File: config.mk
export PLATFORM = sky130hd
export DESIGN_NAME = dma_xfer_engine
export DESIGN_NICKNAME = d
export VERILOG_FILES = /design/src/rtl/dma_xfer_pkg.sv /design/src/rtl/dma_cfg_regs.sv /design/src/rtl/dma_addr_gen.sv /design/src/rtl/dma_seq.sv /design/src/rtl/dma_xfer_engine.sv
export SDC_FILE = /design/constraint.sdc
export NUM_CORES = 1
export LEC_CHECK = 0
export BUFFER_PORTS_ARGS = -buffer_cell sky130_fd_sc_hd__buf_2
export CAP_MARGIN = 40
export CORE_AREA = 2 2 178 180
export CTS_BUF_LIST = sky130_fd_sc_hd__clkbuf_4 sky130_fd_sc_hd__clkbuf_8 sky130_fd_sc_hd__clkbuf_16
export CTS_CLUSTER_DIAMETER = 200
export DETAILED_ROUTE_END_ITERATION = 10
export DIE_AREA = 0 0 180 182
export HOLD_SLACK_MARGIN = 0.02
export PLACE_DENSITY = 0.59
export SETUP_SLACK_MARGIN = 0.15
export SLEW_MARGIN = 25
export SYNTH_ARGS = -nofsm -noshare
export SYNTH_HDL_FRONTEND = slang
export SYNTH_SLANG_ARGS = --single-unit
File: constraint.sdc
create_clock -name clk -period 6.3 [get_ports clk]
set_clock_uncertainty 0.05 [all_clocks]
set_input_delay 0.945 -clock clk [delete_from_list [all_inputs] [get_ports clk]]
set_output_delay 0.945 -clock clk [all_outputs]
set_load 0.02 [all_outputs]
File: src/rtl/dma_xfer_pkg.sv
package dma_xfer_pkg;

  typedef enum logic [1:0] {
    SEL_PADDR = 2'd0,
    SEL_MADDR = 2'd1,
    SEL_COUNT = 2'd2,
    SEL_CTRL  = 2'd3
  } cfg_sel_e;

  typedef enum logic [1:0] {
    ST_IDLE,
    ST_READ,
    ST_WRITE,
    ST_ACK
  } seq_state_e;

  // control word, bit 0 at the bottom
  typedef struct packed {
    logic       m2m;   // 7
    logic [1:0] size;  // 6:5
    logic       minc;  // 4
    logic       pinc;  // 3
    logic       circ;  // 2
    logic       dir;   // 1
    logic       en;    // 0
  } chan_ctrl_t;

  localparam int CTRL_W     = $bits(chan_ctrl_t);
  localparam int SIDE_PERIPH = 0;
  localparam int SIDE_MEM    = 1;
  localparam int NUM_SIDES   = 2;

  function automatic logic [2:0] item_step(input logic [1:0] size);
    case (size)
      2'd0:    return 3'd1;
      2'd1:    return 3'd2;
      default: return 3'd4;
    endcase
  endfunction

endpackage

File: src/rtl/dma_cfg_regs.sv
module dma_cfg_regs
  import dma_xfer_pkg::*;
#(
  parameter int AW = 32,
  parameter int CW = 16
) (
  input  logic          clk,
  input  logic          rst_n,
  input  logic          cfg_we,
  input  logic [1:0]    cfg_sel,
  input  logic [AW-1:0] cfg_wdata,
  output chan_ctrl_t    ctrl,
  output logic          circ_eff,
  output logic [AW-1:0] base_paddr,
  output logic [AW-1:0] base_maddr,
  output logic [CW-1:0] base_cnt,
  output logic          ld_paddr,
  output logic          ld_maddr,
  output logic          ld_cnt
);

  cfg_sel_e sel;
  logic     locked_wr;

  assign sel       = cfg_sel_e'(cfg_sel);
  assign locked_wr = cfg_we && !ctrl.en;
  assign ld_paddr  = locked_wr && (sel == SEL_PADDR);
  assign ld_maddr  = locked_wr && (sel == SEL_MADDR);
  assign ld_cnt    = locked_wr && (sel == SEL_COUNT);

  // circular is overridden by memory-to-memory
  assign circ_eff = ctrl.circ && !ctrl.m2m;

  always_ff @(posedge clk or negedge rst_n) begin
    if (!rst_n) begin
      ctrl       <= '0;
      base_paddr <= '0;
      base_maddr <= '0;
      base_cnt   <= '0;
    end else begin
      if (ld_paddr) base_paddr <= cfg_wdata;
      if (ld_maddr) base_maddr <= cfg_wdata;
      if (ld_cnt)   base_cnt   <= cfg_wdata[CW-1:0];
      if (cfg_we && sel == SEL_CTRL) ctrl <= chan_ctrl_t'(cfg_wdata[CTRL_W-1:0]);
    end
  end

  assert_cfg_locked_R10: assert property (@(posedge clk) disable iff (!rst_n)
    (ctrl.en && cfg_we) |=> ($stable(base_paddr) && $stable(base_maddr) && $stable(base_cnt)));

endmodule

File: src/rtl/dma_addr_gen.sv
module dma_addr_gen
  import dma_xfer_pkg::*;
#(
  parameter int AW = 32,
  parameter int CW = 16
) (
  input  logic          clk,
  input  logic          rst_n,
  input  logic [AW-1:0] ld_val,
  input  logic          ld_paddr,
  input  logic          ld_maddr,
  input  logic          ld_cnt,
  input  logic [AW-1:0] base_paddr,
  input  logic [AW-1:0] base_maddr,
  input  logic [CW-1:0] base_cnt,
  input  logic          pinc,
  input  logic          minc,
  input  logic [1:0]    size,
  input  logic          circ_eff,
  input  logic          m2m,
  input  logic          item_done,
  output logic [AW-1:0] work_paddr,
  output logic [AW-1:0] work_maddr,
  output logic          cnt_zero
);

  localparam logic [CW-1:0] CNT_ONE = CW'(1);

  logic [NUM_SIDES-1:0][AW-1:0] base_a;
  logic [NUM_SIDES-1:0][AW-1:0] work_a;
  logic [NUM_SIDES-1:0]         ld_a;
  logic [NUM_SIDES-1:0]         inc_a;
  logic [CW-1:0]                rem_cnt;
  logic [AW-1:0]                step_w;
  logic                         last_item;
  logic                         wrap;

  assign base_a[SIDE_PERIPH] = base_paddr;
  assign base_a[SIDE_MEM]    = base_maddr;
  assign ld_a[SIDE_PERIPH]   = ld_paddr;
  assign ld_a[SIDE_MEM]      = ld_maddr;
  assign inc_a[SIDE_PERIPH]  = pinc;
  assign inc_a[SIDE_MEM]     = minc;

  assign step_w    = AW'(item_step(size));
  assign last_item = item_done && (rem_cnt == CNT_ONE);
  assign wrap      = last_item && circ_eff;

  for (genvar s = 0; s < NUM_SIDES; s++) begin : g_side
    logic [AW-1:0] ptr_q;
    always_ff @(posedge clk or negedge rst_n) begin
      if (!rst_n)                    ptr_q <= '0;
      else if (ld_a[s])              ptr_q <= ld_val;
      else if (wrap)                 ptr_q <= base_a[s];
      else if (item_done && inc_a[s]) ptr_q <= ptr_q + step_w;
    end
    assign work_a[s] = ptr_q;
  end

  always_ff @(posedge clk or negedge rst_n) begin
    if (!rst_n)          rem_cnt <= '0;
    else if (ld_cnt)     rem_cnt <= ld_val[CW-1:0];
    else if (item_done)  rem_cnt <= wrap ? base_cnt : rem_cnt - CNT_ONE;
  end

  assign work_paddr = work_a[SIDE_PERIPH];
  assign work_maddr = work_a[SIDE_MEM];
  assign cnt_zero   = (rem_cnt == '0);

  assert_no_underflow_R5: assert property (@(posedge clk) disable iff (!rst_n)
    item_done |-> !cnt_zero);

  assert_stop_at_zero_R5: assert property (@(posedge clk) disable iff (!rst_n)
    (last_item && !circ_eff) |=> cnt_zero);

  assert_reload_R6: assert property (@(posedge clk) disable iff (!rst_n)
    (last_item && circ_eff) |=> (rem_cnt == $past(base_cnt) && work_paddr == $past(base_paddr)
                                 && work_maddr == $past(base_maddr)));

  assert_m2m_no_wrap_R8: assert property (@(posedge clk) disable iff (!rst_n)
    (last_item && m2m) |=> cnt_zero);

  assert_pstep_R4: assert property (@(posedge clk) disable iff (!rst_n)
    (item_done && pinc && rem_cnt != CNT_ONE && !ld_paddr) |=> work_paddr == $past(work_paddr + step_w));

endmodule

File: src/rtl/dma_seq.sv
module dma_seq
  import dma_xfer_pkg::*;
#(
  parameter int AW = 32,
  parameter int DW = 32
) (
  input  logic          clk,
  input  logic          rst_n,
  input  logic          en,
  input  logic          m2m,
  input  logic          dir,
  input  logic [1:0]    size,
  input  logic          cnt_zero,
  input  logic          periph_req,
  input  logic [AW-1:0] paddr,
  input  logic [AW-1:0] maddr,
  output logic          periph_ack,
  output logic          item_done,
  output logic          bus_valid,
  output logic          bus_write,
  output logic [AW-1:0] bus_addr,
  output logic [1:0]    bus_size,
  output logic [DW-1:0] bus_wdata,
  input  logic          bus_ready,
  input  logic [DW-1:0] bus_rdata
);

  seq_state_e    state_q, state_d;
  logic [DW-1:0] hold_q;
  logic          start;

  assign start = en && !cnt_zero && (m2m || periph_req);

  always_comb begin
    state_d = state_q;
    case (state_q)
      ST_IDLE:  if (start) state_d = ST_READ;
      ST_READ:  if (bus_ready) state_d = ST_WRITE;
      ST_WRITE: if (bus_ready) state_d = m2m ? ST_IDLE : ST_ACK;
      ST_ACK:   state_d = ST_IDLE;
      default:  state_d = ST_IDLE;
    endcase
  end

  always_ff @(posedge clk or negedge rst_n) begin
    if (!rst_n) begin
      state_q <= ST_IDLE;
      hold_q  <= '0;
    end else begin
      state_q <= state_d;
      if (state_q == ST_READ && bus_ready) hold_q <= bus_rdata;
    end
  end

  assign bus_valid  = (state_q == ST_READ) || (state_q == ST_WRITE);
  assign bus_write  = (state_q == ST_WRITE);
  // read beats use the source side, write beats the destination side
  assign bus_addr   = (bus_write ^ dir) ? maddr : paddr;
  assign bus_size   = size;
  assign bus_wdata  = hold_q;
  assign item_done  = (state_q == ST_WRITE) && bus_ready;
  assign periph_ack = (state_q == ST_ACK);

  assert_hold_under_stall_R2: assert property (@(posedge clk) disable iff (!rst_n)
    (bus_valid && !bus_ready) |=> (bus_valid && $stable(bus_write) && $stable(bus_addr)));

  assert_read_before_write_R2: assert property (@(posedge clk) disable iff (!rst_n)
    $rose(bus_write) |-> $past(bus_valid && bus_ready && !bus_write));

  assert_ack_after_write_R9: assert property (@(posedge clk) disable iff (!rst_n)
    periph_ack |-> ($past(item_done) && !$past(m2m)));

  assert_ack_single_R9: assert property (@(posedge clk) disable iff (!rst_n)
    periph_ack |=> !periph_ack);

  assert_start_needs_enable_R11: assert property (@(posedge clk) disable iff (!rst_n)
    (bus_valid && !$past(bus_valid)) |-> $past(en && !cnt_zero));

endmodule

File: src/rtl/dma_xfer_engine.sv
module dma_xfer_engine
  import dma_xfer_pkg::*;
#(
  parameter int AW = 32,
  parameter int DW = 32,
  parameter int CW = 16
) (
  input  logic          clk,
  input  logic          rst_n,
  input  logic          cfg_we,
  input  logic [1:0]    cfg_sel,
  input  logic [AW-1:0] cfg_wdata,
  input  logic          periph_req,
  output logic          periph_ack,
  output logic          bus_valid,
  input  logic          bus_ready,
  output logic          bus_write,
  output logic [AW-1:0] bus_addr,
  output logic [1:0]    bus_size,
  output logic [DW-1:0] bus_wdata,
  input  logic [DW-1:0] bus_rdata
);

  chan_ctrl_t    ctrl;
  logic          circ_eff;
  logic [AW-1:0] base_paddr, base_maddr;
  logic [CW-1:0] base_cnt;
  logic          ld_paddr, ld_maddr, ld_cnt;
  logic [AW-1:0] work_paddr, work_maddr;
  logic          cnt_zero;
  logic          item_done;

  dma_cfg_regs #(.AW(AW), .CW(CW)) u_regs (
    .clk        (clk),
    .rst_n      (rst_n),
    .cfg_we     (cfg_we),
    .cfg_sel    (cfg_sel),
    .cfg_wdata  (cfg_wdata),
    .ctrl       (ctrl),
    .circ_eff   (circ_eff),
    .base_paddr (base_paddr),
    .base_maddr (base_maddr),
    .base_cnt   (base_cnt),
    .ld_paddr   (ld_paddr),
    .ld_maddr   (ld_maddr),
    .ld_cnt     (ld_cnt)
  );

  dma_addr_gen #(.AW(AW), .CW(CW)) u_addr (
    .clk        (clk),
    .rst_n      (rst_n),
    .ld_val     (cfg_wdata),
    .ld_paddr   (ld_paddr),
    .ld_maddr   (ld_maddr),
    .ld_cnt     (ld_cnt),
    .base_paddr (base_paddr),
    .base_maddr (base_maddr),
    .base_cnt   (base_cnt),
    .pinc       (ctrl.pinc),
    .minc       (ctrl.minc),
    .size       (ctrl.size),
    .circ_eff   (circ_eff),
    .m2m        (ctrl.m2m),
    .item_done  (item_done),
    .work_paddr (work_paddr),
    .work_maddr (work_maddr),
    .cnt_zero   (cnt_zero)
  );

  dma_seq #(.AW(AW), .DW(DW)) u_seq (
    .clk        (clk),
    .rst_n      (rst_n),
    .en         (ctrl.en),
    .m2m        (ctrl.m2m),
    .dir        (ctrl.dir),
    .size       (ctrl.size),
    .cnt_zero   (cnt_zero),
    .periph_req (periph_req),
    .paddr      (work_paddr),
    .maddr      (work_maddr),
    .periph_ack (periph_ack),
    .item_done  (item_done),
    .bus_valid  (bus_valid),
    .bus_write  (bus_write),
    .bus_addr   (bus_addr),
    .bus_size   (bus_size),
    .bus_wdata  (bus_wdata),
    .bus_ready  (bus_ready),
    .bus_rdata  (bus_rdata)
  );

endmodule

# Yosys cells after proc, flatten, opt, wreduce, memory -nomap -nowiden
# Index checks and enable logic that the tools add are counted.
# classes
add_sub_neg,3
n_mul,0
div,0
order_cmp,0
n_eq_ne,11
shifts,0
n_mux,16
bitwise,1
n_reduce_logical,27
# ops
op,n
two-way mux 32 bit,7
adder 32 x 3 -> 32 bit,2
two-way mux 16 bit,3
== test 16 x 1 -> 1 bit (second input constant),1
zero test 16 bit,1
subtractor 16 x 1 -> 16 bit (second input constant),1
logical AND 1 bit,14
== test 2 bit (second input constant),4
two-way mux 2 bit,4
one-hot mux 2 bit (4 select lines),1
== test 2 x 1 -> 1 bit (second input constant),3
zero test 2 bit,3
one-hot mux 3 bit (2 select lines),1
nonzero test 3 bit,2
!= test 2 bit (second input constant),2
zero test 1 bit,3
AND reduction 3 bit,1
logical OR 1 bit,2
!= test 2 x 1 -> 1 bit (second input constant),1
nonzero test 2 bit,1
XOR 1 bit,1
# totals
reg_bits,202
latchBits,0
ramBits,0
rom_bits,0
output_inout_bits,69
wordCells,73
n_memories,0

# Logic depth before layout (Yosys ltp)
# Gate-level depths: netlist of the first run.
# logic_depth
word_depth,7
depth_mapped,12
mapped_depth_nobuf,9

# Hierarchy
# Synthesis of the first run repeated with hierarchy kept, for this count alone.
# hier_totals
hier_cells,1090
hier_area_um2,11652.4
# modules_own_cells
module,n_inst,cells_each,area_each_um2,seq_area_each_um2
dma_addr_gen,1,774,6389.9,2001.9
dma_cfg_regs,1,190,3354.5,2202.1
dma_seq,1,126,1908.1,850.8

# Worst setup path after synthesis of the first run
# No wires, ideal clock.
# synth_path
path_kind,register to output
from,register u_seq.state_q[0]
to,output port bus_addr[10]
arrival_ps,2314
required_ps,5305
path_slack_ps,2991
path_stages_with_launch,7
path_buffers,2
path_cell_list,dfrtp_1 inv_1 ha_1 clkbuf_1 xnor2_1 clkbuf_1 mux2_2
# synth_between
elab_chain_len,3
# synth_lines
element,line,text
"start, declared",dma_seq.sv:28,"seq_state_e state_q, state_d;"
"start signal, assigned",dma_seq.sv:50,state_q <= state_d;
== test 2 bit,dma_seq.sv:56,assign bus_write = (state_q == ST_WRITE);
via bus_write,dma_xfer_engine.sv:17,"output logic bus_write,"
XOR 1 bit,dma_seq.sv:58,assign bus_addr = (bus_write ^ dir) ? maddr : paddr;
two-way mux 32 bit,dma_seq.sv:58,
"end, declared",dma_xfer_engine.sv:18,"output logic [AW-1:0] bus_addr,"
# The timed path passes the listed nets, and every way through them passes these cells.

# Final worst setup path of the first run
# layout_path
from,register u_seq.state_q[0]
to,output port bus_addr[5]
# layout_between
elab_chain_len,3
# layout_lines
element,line
== test 2 bit,dma_seq.sv:56
XOR 1 bit,dma_seq.sv:58
two-way mux 32 bit,dma_seq.sv:58
# Every way passes these cells.

==> results.json, run 1 <==
{
  "p_per_area_nw_per_um2": 425,
  "final_min_period_over_clock_period": 0.602,
  "port_buffers": 139,
  "cts_buffers": 23,
  "track_usage": 0.197,
  "nNetsFinal": 1365,
  "htree_num_levels": 1,
  "cp-endpoint": "bus_addr[5]",
  "whs_ns": 0.229,
  "ant_nets": 0,
  "post_drt_wl_per_cell_um": 19.2,
  "die_area_um2": 32800,
  "tightest_slew_ns": 0.883,
  "rows": 65,
  "hold_class": "input port to async pin",
  "hold_violations": 0,
  "critPathSlowestCell": "o21ai_0",
  "crit_chain": "inv_1 -> ha_1 -> xnor2_2 -> buf_4 -> o21ai_0 -> buf_2",
  "grt_start_max_net_pins": 183,
  "grt.overflow.total": 0,
  "crit_start": "u_seq.state_q[0]",
  "antenna_found_initial": 0,
  "synthTopCellsByArea": "dfrtp_1, nand2_1, mux2_2",
  "p_total_mw": 5.28,
  "leakage_nw": 5.60,
  "avgSynthCellArea_um2": 9.03,
  "dr.pass1.iters": 6,
  "relSlewSlack": 0.412,
  "root_buffer": "clkbuf_16",
  "initialDrtViolationCount": 819,
  "ctsResizeCount": 0,
  "clk_latency_ns": 0.52,
  "reg2reg_from": "u_seq.state_q[0]",
  "fp.dieW_um": 180,
  "finish.utilization": 0.401,
  "cp_slowest_stage_delay_ns": 0.63,
  "gp_congestion": 0.827,
  "rrSetupSlack_ns": 2.75,
  "post_cts_buffers": 0,
  "timing.fmax_mhz": 264,
  "synth_warnings": 0,
  "cp_top_family": "buffers and inverters",
  "fin_area_um2": 12400,
  "rsz0062_at_grt": "no",
  "grt_pass1_wl_um": 51800,
  "num-fill-cells": 3073,
  "synth_area_um2": 10600,
  "hpwl_um": 21700,
  "routed-via-count": 9398,
  "cp-start-kind": "flop",
  "drive_above_1_share": 0.214,
  "ioPinCount": 140,
  "cp.arrival_ns": 2.80,
  "synthArstFlopShare": 1.00,
  "die-height_um": 182,
  "crit_buf_inv": 3,
  "routed_wl_um": 32600,
  "coreArea_um2": 31000,
  "vias_per_cell": 5.54,
  "clock_sinks": 202,
  "layout_setup_ws_ns": 2.51,
  "ys_seq_elements": 202,
  "synth_flop_cell": "dfrtp_1",
  "dp_worst_setup_slack_ns": 2.65,
  "synthesis.nets": 1258,
  "synth_edf_count": 0,
  "synth_top_area_share": 0.477,
  "cp_max_fo": 37,
  "yosysTopAreaCell": "dfrtp_1",
  "fin_cells": 1697,
  "drv_cap": 0,
  "cts_buffer_depth": 3,
  "reg2reg_depth": 8,
  "place_area_um2": 11700,
  "cts-hold-fix-buffers": 0,
  "yosysSeqAreaShare": 0.477,
  "n_antenna_cell": 0,
  "peakVddDrop_mv": 0.347,
  "reg2reg_to": "u_addr.work_maddr[19]",
  "drv_slew": 0,
  "endpoint_kind": "primary output",
  "synthCells": 1175,
  "cts_tree": "yes",
  "start_util": 0.342,
  "area_growth_pct": 17.1,
  "cts.clk_slew.worst_paths_ns": 0.06,
  "post-route-drc-count": 0,
  "required_ns": 5.30,
  "critPathKind": "flop to primary output",
  "outcome": "completed",
  "worstSetupPathDepth": 6,
  "dp_cells": 1656,
  "setup_viol": 0,
  "finalCriticalPeriod_ns": 3.79,
  "grt_pass1_vias": 9144,
  "yosysUniqueCellTypes": 64,
  "setup_tns_ns": 0
}
report_power, final:
group | total [mW] | internal, mW | switching [mW]
Sequential | 2.10 | 1.70 | 0.401
Combinational | 1.90 | 0.804 | 1.10
Clock | 1.28 | 0.742 | 0.539
Total | 5.28 | 3.24 | 2.04
flip-flops by register name, indices dropped and copies added (netlist names):
| name | cells |
|---|---|
| u_addr.work_maddr | 32 |
| u_addr.work_paddr | 32 |
| u_regs.base_maddr | 32 |
| u_regs.base_paddr | 32 |
| u_seq.bus_wdata | 32 |
| u_addr.rem_cnt | 16 |
| u_regs.base_cnt | 16 |
| u_regs.ctrl | 8 |
| u_seq.state_q | 2 |
cells by family (layout without fill, tap and decap cells):
| family | count (synthesis) | after routing | synth area share |
|---|---|---|---|
| XOR/XNOR | 40 | 40 | 0.0330 |
| multiplexers | 67 | 67 | 0.0711 |
| AND/OR/NAND/NOR | 514 | 514 | 0.223 |
| flip-flops | 202 | 202 | 0.477 |
| AO/OA/AOI/OAI | 242 | 242 | 0.145 |
| adder cells (fa/ha/maj) | 12 | 12 | 0.0142 |
| buffers and inverters | 98 | 218 | 0.0372 |
cell usage after synthesis (all sizes together) (15+ instances only):
| cell type | n |
|---|---|
| nor3 | 42 |
| clkbuf | 55 |
| buf | 20 |
| a21oi | 32 |
| dfrtp | 202 |
| nor2 | 51 |
| nand3 | 44 |
| mux2 | 67 |
| nand4 | 16 |
| o21ai | 101 |
| o211ai | 20 |
| inv | 23 |
| xor2 | 16 |
| nand2 | 280 |
| or3 | 15 |
| xnor2 | 24 |
| nor4 | 20 |
worst min path at each step:
| stage | slack (ns) | startpoint | cells past startpoint | end |
|---|---|---|---|---|
| floorplan | 0.38 | u_regs.base_paddr[13] | 2 | u_regs.base_paddr[13] |
| global placement | 0.40 | u_regs.base_paddr[21] | 2 | u_regs.base_paddr[21] |
| detailed placement | 0.40 | u_regs.base_paddr[13] | 2 | u_regs.base_paddr[13] |
| CTS | 0.22 | rst_n | 1 | u_regs.base_cnt[3] |
| global route | 0.23 | rst_n | 1 | u_addr.rem_cnt[3] |
| finish | 0.23 | rst_n | 1 | u_regs.base_cnt[3] |
cell usage in the layout, fill, tap and decap left out, drive strengths merged, types with 10 or more instances in the layout:
| cell | n |
|---|---|
| nor4 | 20 |
| clkbuf | 34 |
| buf | 155 |
| o31a | 12 |
| xor2 | 16 |
| xnor2 | 24 |
| nand2 | 280 |
| mux2 | 67 |
| inv | 24 |
| nor2 | 51 |
| and3 | 12 |
| nand3 | 44 |
| o21ai | 101 |
| a21oi | 32 |
| nand4 | 16 |
| o211ai | 20 |
| or3 | 15 |
| ha | 12 |
| dfrtp | 202 |
| and4 | 10 |
| nor3 | 42 |
cell type report:
type                    instances  area (um2)  share of cell area
multi-input cells             875        5190               0.418
clock inverters                 6        33.8             0.00272
well taps                     402         503              0.0405
flip-flops and latches        202        5050               0.407
repair buffers                157         877              0.0706
clock buffers                  32         674              0.0543
inverters                      23        86.3             0.00695
routing by layer:
layer  global-route usage  wire (um)  vias to the layer above
met5                    0          0                        -
met4               0.0569        810                        0
met3               0.0293       1860                       49
met2                0.319      15100                      327
met1                0.273      14800                     4639
li1                     -          -                     4383
Power figures use the tool's default switching activity.
==> inputs of run 2 (changes only) <==
==> constraint.sdc (replaced) <==
create_clock -name clk -period 3.81 [get_ports clk]
set_clock_uncertainty 0.05 [all_clocks]
set_input_delay 0.5715 -clock clk [delete_from_list [all_inputs] [get_ports clk]]
set_output_delay 0.5715 -clock clk [all_outputs]
set_load 0.02 [all_outputs]
==> run 2 against run 1 <==
Against the previous run: cell area grew 1.1%; largest cell class unchanged; register-to-register slack lost 2.1 ns; sequential power grew 67%; cell count grew 0.77%; hold slack lost 0.21 ns; critical path depth is the same; combinational power grew 66%; first-iteration DRC count shrank 11%; utilization grew 0.44 points.
==> results.json, run 2 (same netlist as run 1, synthesis figures left out) <==
{
  "gp_congestion": 0.873,
  "routed_wl_um": 33500,
  "grt_pass1_wl_um": 53400,
  "antenna_found_initial": 2,
  "hold_class": "input port to async pin",
  "reg2reg_from": "u_seq.state_q[0]",
  "timing.fmax_mhz": 294,
  "root_buffer": "clkbuf_16",
  "leakage_nw": 5.67,
  "clock_sinks": 202,
  "ctsResizeCount": 0,
  "coreArea_um2": 31000,
  "cts_buffer_depth": 3,
  "area.sequential_um2": 5050,
  "grt_pass1_vias": 9322,
  "vias_per_cell": 5.48,
  "mostFrequentLayoutCells": "nand2_1, dfrtp_1, buf_2, o21ai_0, mux2_2",
  "multi_input_area_um2": 5190,
  "cp_max_fo": 37,
  "start_util": 0.342,
  "drive_above_1_share": 0.221,
  "clk_latency_ns": 0.54,
  "grt.overflow.total": 0,
  "final_min_period_over_clock_period": 0.893,
  "setup_viol": 0,
  "outcome": "completed",
  "track_usage": 0.204,
  "fin_cells": 1710,
  "cts-hold-fix-buffers": 0,
  "hold_violations": 0,
  "finalCriticalPeriod_ns": 3.40,
  "cts_buffers": 24,
  "htree_num_levels": 1,
  "routed-via-count": 9377,
  "hpwl_um": 23400,
  "post_drt_wl_per_cell_um": 19.6,
  "ant_nets": 0,
  "grt_start_max_net_pins": 85,
  "die_area_um2": 32800,
  "drv_slew": 0,
  "final_common_cell": "nand2_1",
  "critPathKind": "flop to primary output",
  "dr.pass1.iters": 5,
  "relSlewSlack": 0.383,
  "rsz0062_at_grt": "no",
  "area_growth_pct": 18.3,
  "p_per_area_nw_per_um2": 710,
  "tightest_slew_ns": 0.919,
  "crit_start": "u_seq.state_q[0]",
  "peakVddDrop_mv": 0.473,
  "num-fill-cells": 3101,
  "die-height_um": 182,
  "post_cts_buffers": 0,
  "cp.arrival_ns": 2.78,
  "required_ns": 3.19,
  "post-route-drc-count": 0,
  "rrSetupSlack_ns": 0.68,
  "fp.dieW_um": 180,
  "port_buffers": 139,
  "cts_tree": "yes",
  "ioPinCount": 140,
  "drv_cap": 0,
  "reg2reg_depth": 9,
  "cts.clk_slew.worst_paths_ns": 0.06,
  "dp_cells": 1668,
  "cp-start-kind": "flop",
  "setup_tns_ns": 0,
  "nNetsFinal": 1375,
  "initialDrtViolationCount": 728,
  "endpoint_kind": "primary output",
  "rows": 65,
  "reg2reg_to": "u_addr.work_maddr[17]"
}
## run 2: worst max path at each step
| stage | end | slack, ns | depth (start not counted) |
|---|---|---|---|
| finish | bus_addr[5] | 0.41 | 6 |
| global route | bus_addr[5] | 0.26 | 7 |
| CTS | bus_addr[8] | 0.46 | 6 |
| detailed placement | u_addr.work_maddr[19] | 0.72 | 6 |
| global placement | u_addr.work_maddr[19] | 0.78 | 6 |
| floorplan | bus_addr[10] | 0.87 | 6 |
## run 2: power by group
| group | leakage [nW] | switching, mW | internal (mW) |
|---|---|---|---|
| sequential | 2.44 | 0.693 | 2.81 |
| clock | 0.389 | 0.914 | 1.34 |
| combinational | 2.85 | 1.82 | 1.34 |
## run 2: critical path, cell delays in order, from the launching register on
cell and delay (ns):
dfrtp_1 0.40, inv_1 0.16, ha_1 0.42, xnor2_2 0.11, buf_4 0.29, o21ai_0 0.56
buf_2 0.28
## run 2: metal layers
metal / track usage / vias to the layer above / routed length [um]
li1: - / 4383 / -
met1: 0.282 / 4582 / 15200
met2: 0.316 / 340 / 14800
met3: 0.0389 / 72 / 2180
met4: 0.0777 / 0 / 1370
met5: 0 / - / 0
## run 2: final cells by class
cell class,count,area share
multi-input cells,875,0.413
flip-flops and latches,202,0.403
repair buffers,166,0.0749
clock buffers,38,0.0597
well taps,402,0.0401
inverters,23,0.00688
clock inverters,3,0.00229
diodes,1,0.000199
## run 2: through the flow
step | cell area, um2 | util | power [mW] | setup slack (ns) | hold slack (ns)
after CTS | 12500 | 0.405 | 8.97 | 0.455 | 0.0571
final | 12600 | 0.405 | 8.91 | 0.410 | 0.0197
after floorplan | 10600 | - | 5.55 | 0.875 | 0.226
after detailed placement | 11800 | 0.380 | 6.68 | 0.717 | 0.407
after global routing | 12500 | 0.405 | 9.46 | 0.261 | 0.0840
after global placement | 11800 | 0.379 | 6.61 | 0.784 | 0.400
==> inputs of run 3 (changes only) <==
--- a/config.mk
+++ b/config.mk
@@ -7,13 +7,13 @@
 export LEC_CHECK = 0
 export BUFFER_PORTS_ARGS = -buffer_cell sky130_fd_sc_hd__buf_2
 export CAP_MARGIN = 40
-export CORE_AREA = 2 2 178 180
+export CORE_AREA = 2 2 146 148
 export CTS_BUF_LIST = sky130_fd_sc_hd__clkbuf_4 sky130_fd_sc_hd__clkbuf_8 sky130_fd_sc_hd__clkbuf_16
 export CTS_CLUSTER_DIAMETER = 200
 export DETAILED_ROUTE_END_ITERATION = 10
-export DIE_AREA = 0 0 180 182
+export DIE_AREA = 0 0 148 150
 export HOLD_SLACK_MARGIN = 0.02
-export PLACE_DENSITY = 0.59
+export PLACE_DENSITY = 0.79
 export SETUP_SLACK_MARGIN = 0.15
 export SLEW_MARGIN = 25
 export SYNTH_ARGS = -nofsm -noshare
==> run 3 against run 2 <==
Against the previous run: cell count down 7.5%; sequential power barely moved; clock power barely moved; routed wire length decreased by 8.7%; register-to-register slack worse by 0.03 ns; critical path depth rose by 1; setup slack worse by 0.042 ns; utilization increased by 20 points; critical endpoint is now bus_addr[27]; largest power group unchanged.
==> results.json, run 3 (same netlist as run 1, synthesis figures left out) <==
{
  "outcome": "completed",
  "required_ns": 3.19,
  "crit_start": "u_seq.state_q[0]",
  "place_area_um2": 11600,
  "num-fill-cells": 1756,
  "leakage_nw": 5.67,
  "final_min_period_over_clock_period": 0.903,
  "hold_class": "input port to flop",
  "dp_cells": 1538,
  "clock_sinks": 202,
  "setup_viol": 0,
  "routed-via-count": 9554,
  "cp-endpoint": "bus_addr[27]",
  "endpoint_kind": "primary output",
  "finalCriticalPeriod_ns": 3.44,
  "vias_per_cell": 6.04,
  "ioPinCount": 140,
  "drv_slew": 0,
  "port_buffers": 139,
  "start_util": 0.513,
  "nNetsFinal": 1373,
  "rsz0062_at_grt": "no",
  "root_buffer": "clkbuf_16",
  "post_drt_wl_per_cell_um": 19.3,
  "rows": 53,
  "routed_wl_um": 30600,
  "die_area_um2": 22200,
  "track_usage": 0.276,
  "grt_pass1_wl_um": 49000,
  "grt_start_max_net_pins": 96,
  "grt.overflow.total": 0,
  "fp.dieW_um": 148,
  "routedLengthMet1_um": 12700,
  "cts_tree": "yes",
  "n_antenna_cell": 0,
  "antenna_found_initial": 0,
  "htree_num_levels": 1,
  "reg2reg_from": "u_seq.state_q[0]",
  "rrSetupSlack_ns": 0.65,
  "cp_max_fo": 21,
  "relSlewSlack": 0.453,
  "cp-start-kind": "flop",
  "grt_pass1_vias": 9366,
  "mostFrequentLayoutCells": "nand2_1, dfrtp_1, buf_2, o21ai_0, mux2_2",
  "reg2reg_to": "u_addr.work_maddr[9]",
  "met2_wirelength_um": 14000,
  "cp.arrival_ns": 2.82,
  "die-height_um": 150,
  "cts_buffers": 23,
  "hold_path_startpoint": "bus_rdata[23]",
  "fin_cells": 1582,
  "post-route-drc-count": 0,
  "p_per_area_nw_per_um2": 718,
  "tightest_slew_ns": 0.814,
  "clk_latency_ns": 0.52,
  "area_growth_pct": 17.1,
  "cts_buffer_depth": 3,
  "drv_cap": 0,
  "whs_ns": 0.229,
  "top_layer": "met4",
  "cts.clk_slew.worst_paths_ns": 0.06,
  "hpwl_um": 20900,
  "timing.fmax_mhz": 291,
  "fin_area_um2": 12400,
  "critPathKind": "flop to primary output",
  "reg2reg_depth": 8,
  "hold_violations": 0,
  "dr.pass1.iters": 7,
  "gp_congestion": 0.890,
  "final_common_cell": "nand2_1",
  "coreArea_um2": 20700,
  "ant_nets": 0,
  "met3WireLength_um": 2730,
  "initialDrtViolationCount": 858,
  "peakVddDrop_mv": 0.587,
  "drive_above_1_share": 0.220,
  "finish.utilization": 0.600,
  "setup_tns_ns": 0
}
-- run 3: cell types whose count changed in the layout (fill, tap and decap cells not counted), sizes merged --
| cell | delta |
|---|---|
| diode | -1 |
| buf | -2 |
| clkinvlp | +3 |
| dlygate4sd3 | +1 |
| clkinv | +1 |
| clkbuf | -6 |
| inv | +1 |
| bufinv | +2 |
-- run 3: power by group --
| part | internal [mW] | switching (mW) |
|---|---|---|
| registers | 2.81 | 0.689 |
| clock network | 1.35 | 0.909 |
| logic | 1.36 | 1.80 |
| total | 5.52 | 3.40 |
-- run 3: worst max-delay path, cell delays in order, from the launching register on --
cell and delay (ns):
dfrtp_1 0.37, inv_1 0.11, ha_1 0.36, xnor2_4 0.44, buf_6 0.21, buf_4 0.27
mux2_2 0.37, buf_2 0.16
-- run 3: stage by stage --
stage | power (mW) | worst slack [ns]
global route | 9.42 | 0.237
global placement | 6.47 | 0.699
detailed placement | 6.61 | 0.746
CTS | 8.91 | 0.214
floorplan | 5.55 | 0.875
finish | 8.92 | 0.368
-- run 3: timing repair --
| action | in CTS | in global routing |
|---|---|---|
| endpoints found under the setup margin | 0 | 13 |
| endpoints found under the hold margin | 0 | 15 |
| hold buffers | 0 | 1 |
| gates resized for setup | 0 | 1 |
| setup buffers | 0 | 0 |
-- run 3: worst min-delay path by stage --
stage / to / depth (start not counted)
final: u_seq.bus_wdata[23] / 2
after global routing: u_seq.bus_wdata[11] / 2
after CTS: u_regs.base_paddr[28] / 1
after detailed placement: u_regs.base_paddr[13] / 2
after global placement: u_regs.base_paddr[13] / 2
after floorplan: u_addr.rem_cnt[0] / 0
-- run 3: metal layers --
metal,global-route usage,vias up
li1,-,4376
met1,0.369,4603
met2,0.447,488
met3,0.0512,87
met4,0.112,0
met5,0,-
-- run 3: cell type report --
| class | count | area [um2] | area share |
|---|---|---|---|
| Timing Repair Buffer | 165 | 958 | 0.0772 |
| Clock buffer | 32 | 662 | 0.0533 |
| Multi-Input combinational cell | 875 | 5200 | 0.419 |
| Sequential cell | 202 | 5050 | 0.407 |
| Inverter | 23 | 86.3 | 0.00695 |
| Tap cell | 275 | 344 | 0.0277 |
| Clock inverter | 10 | 114 | 0.00917 |
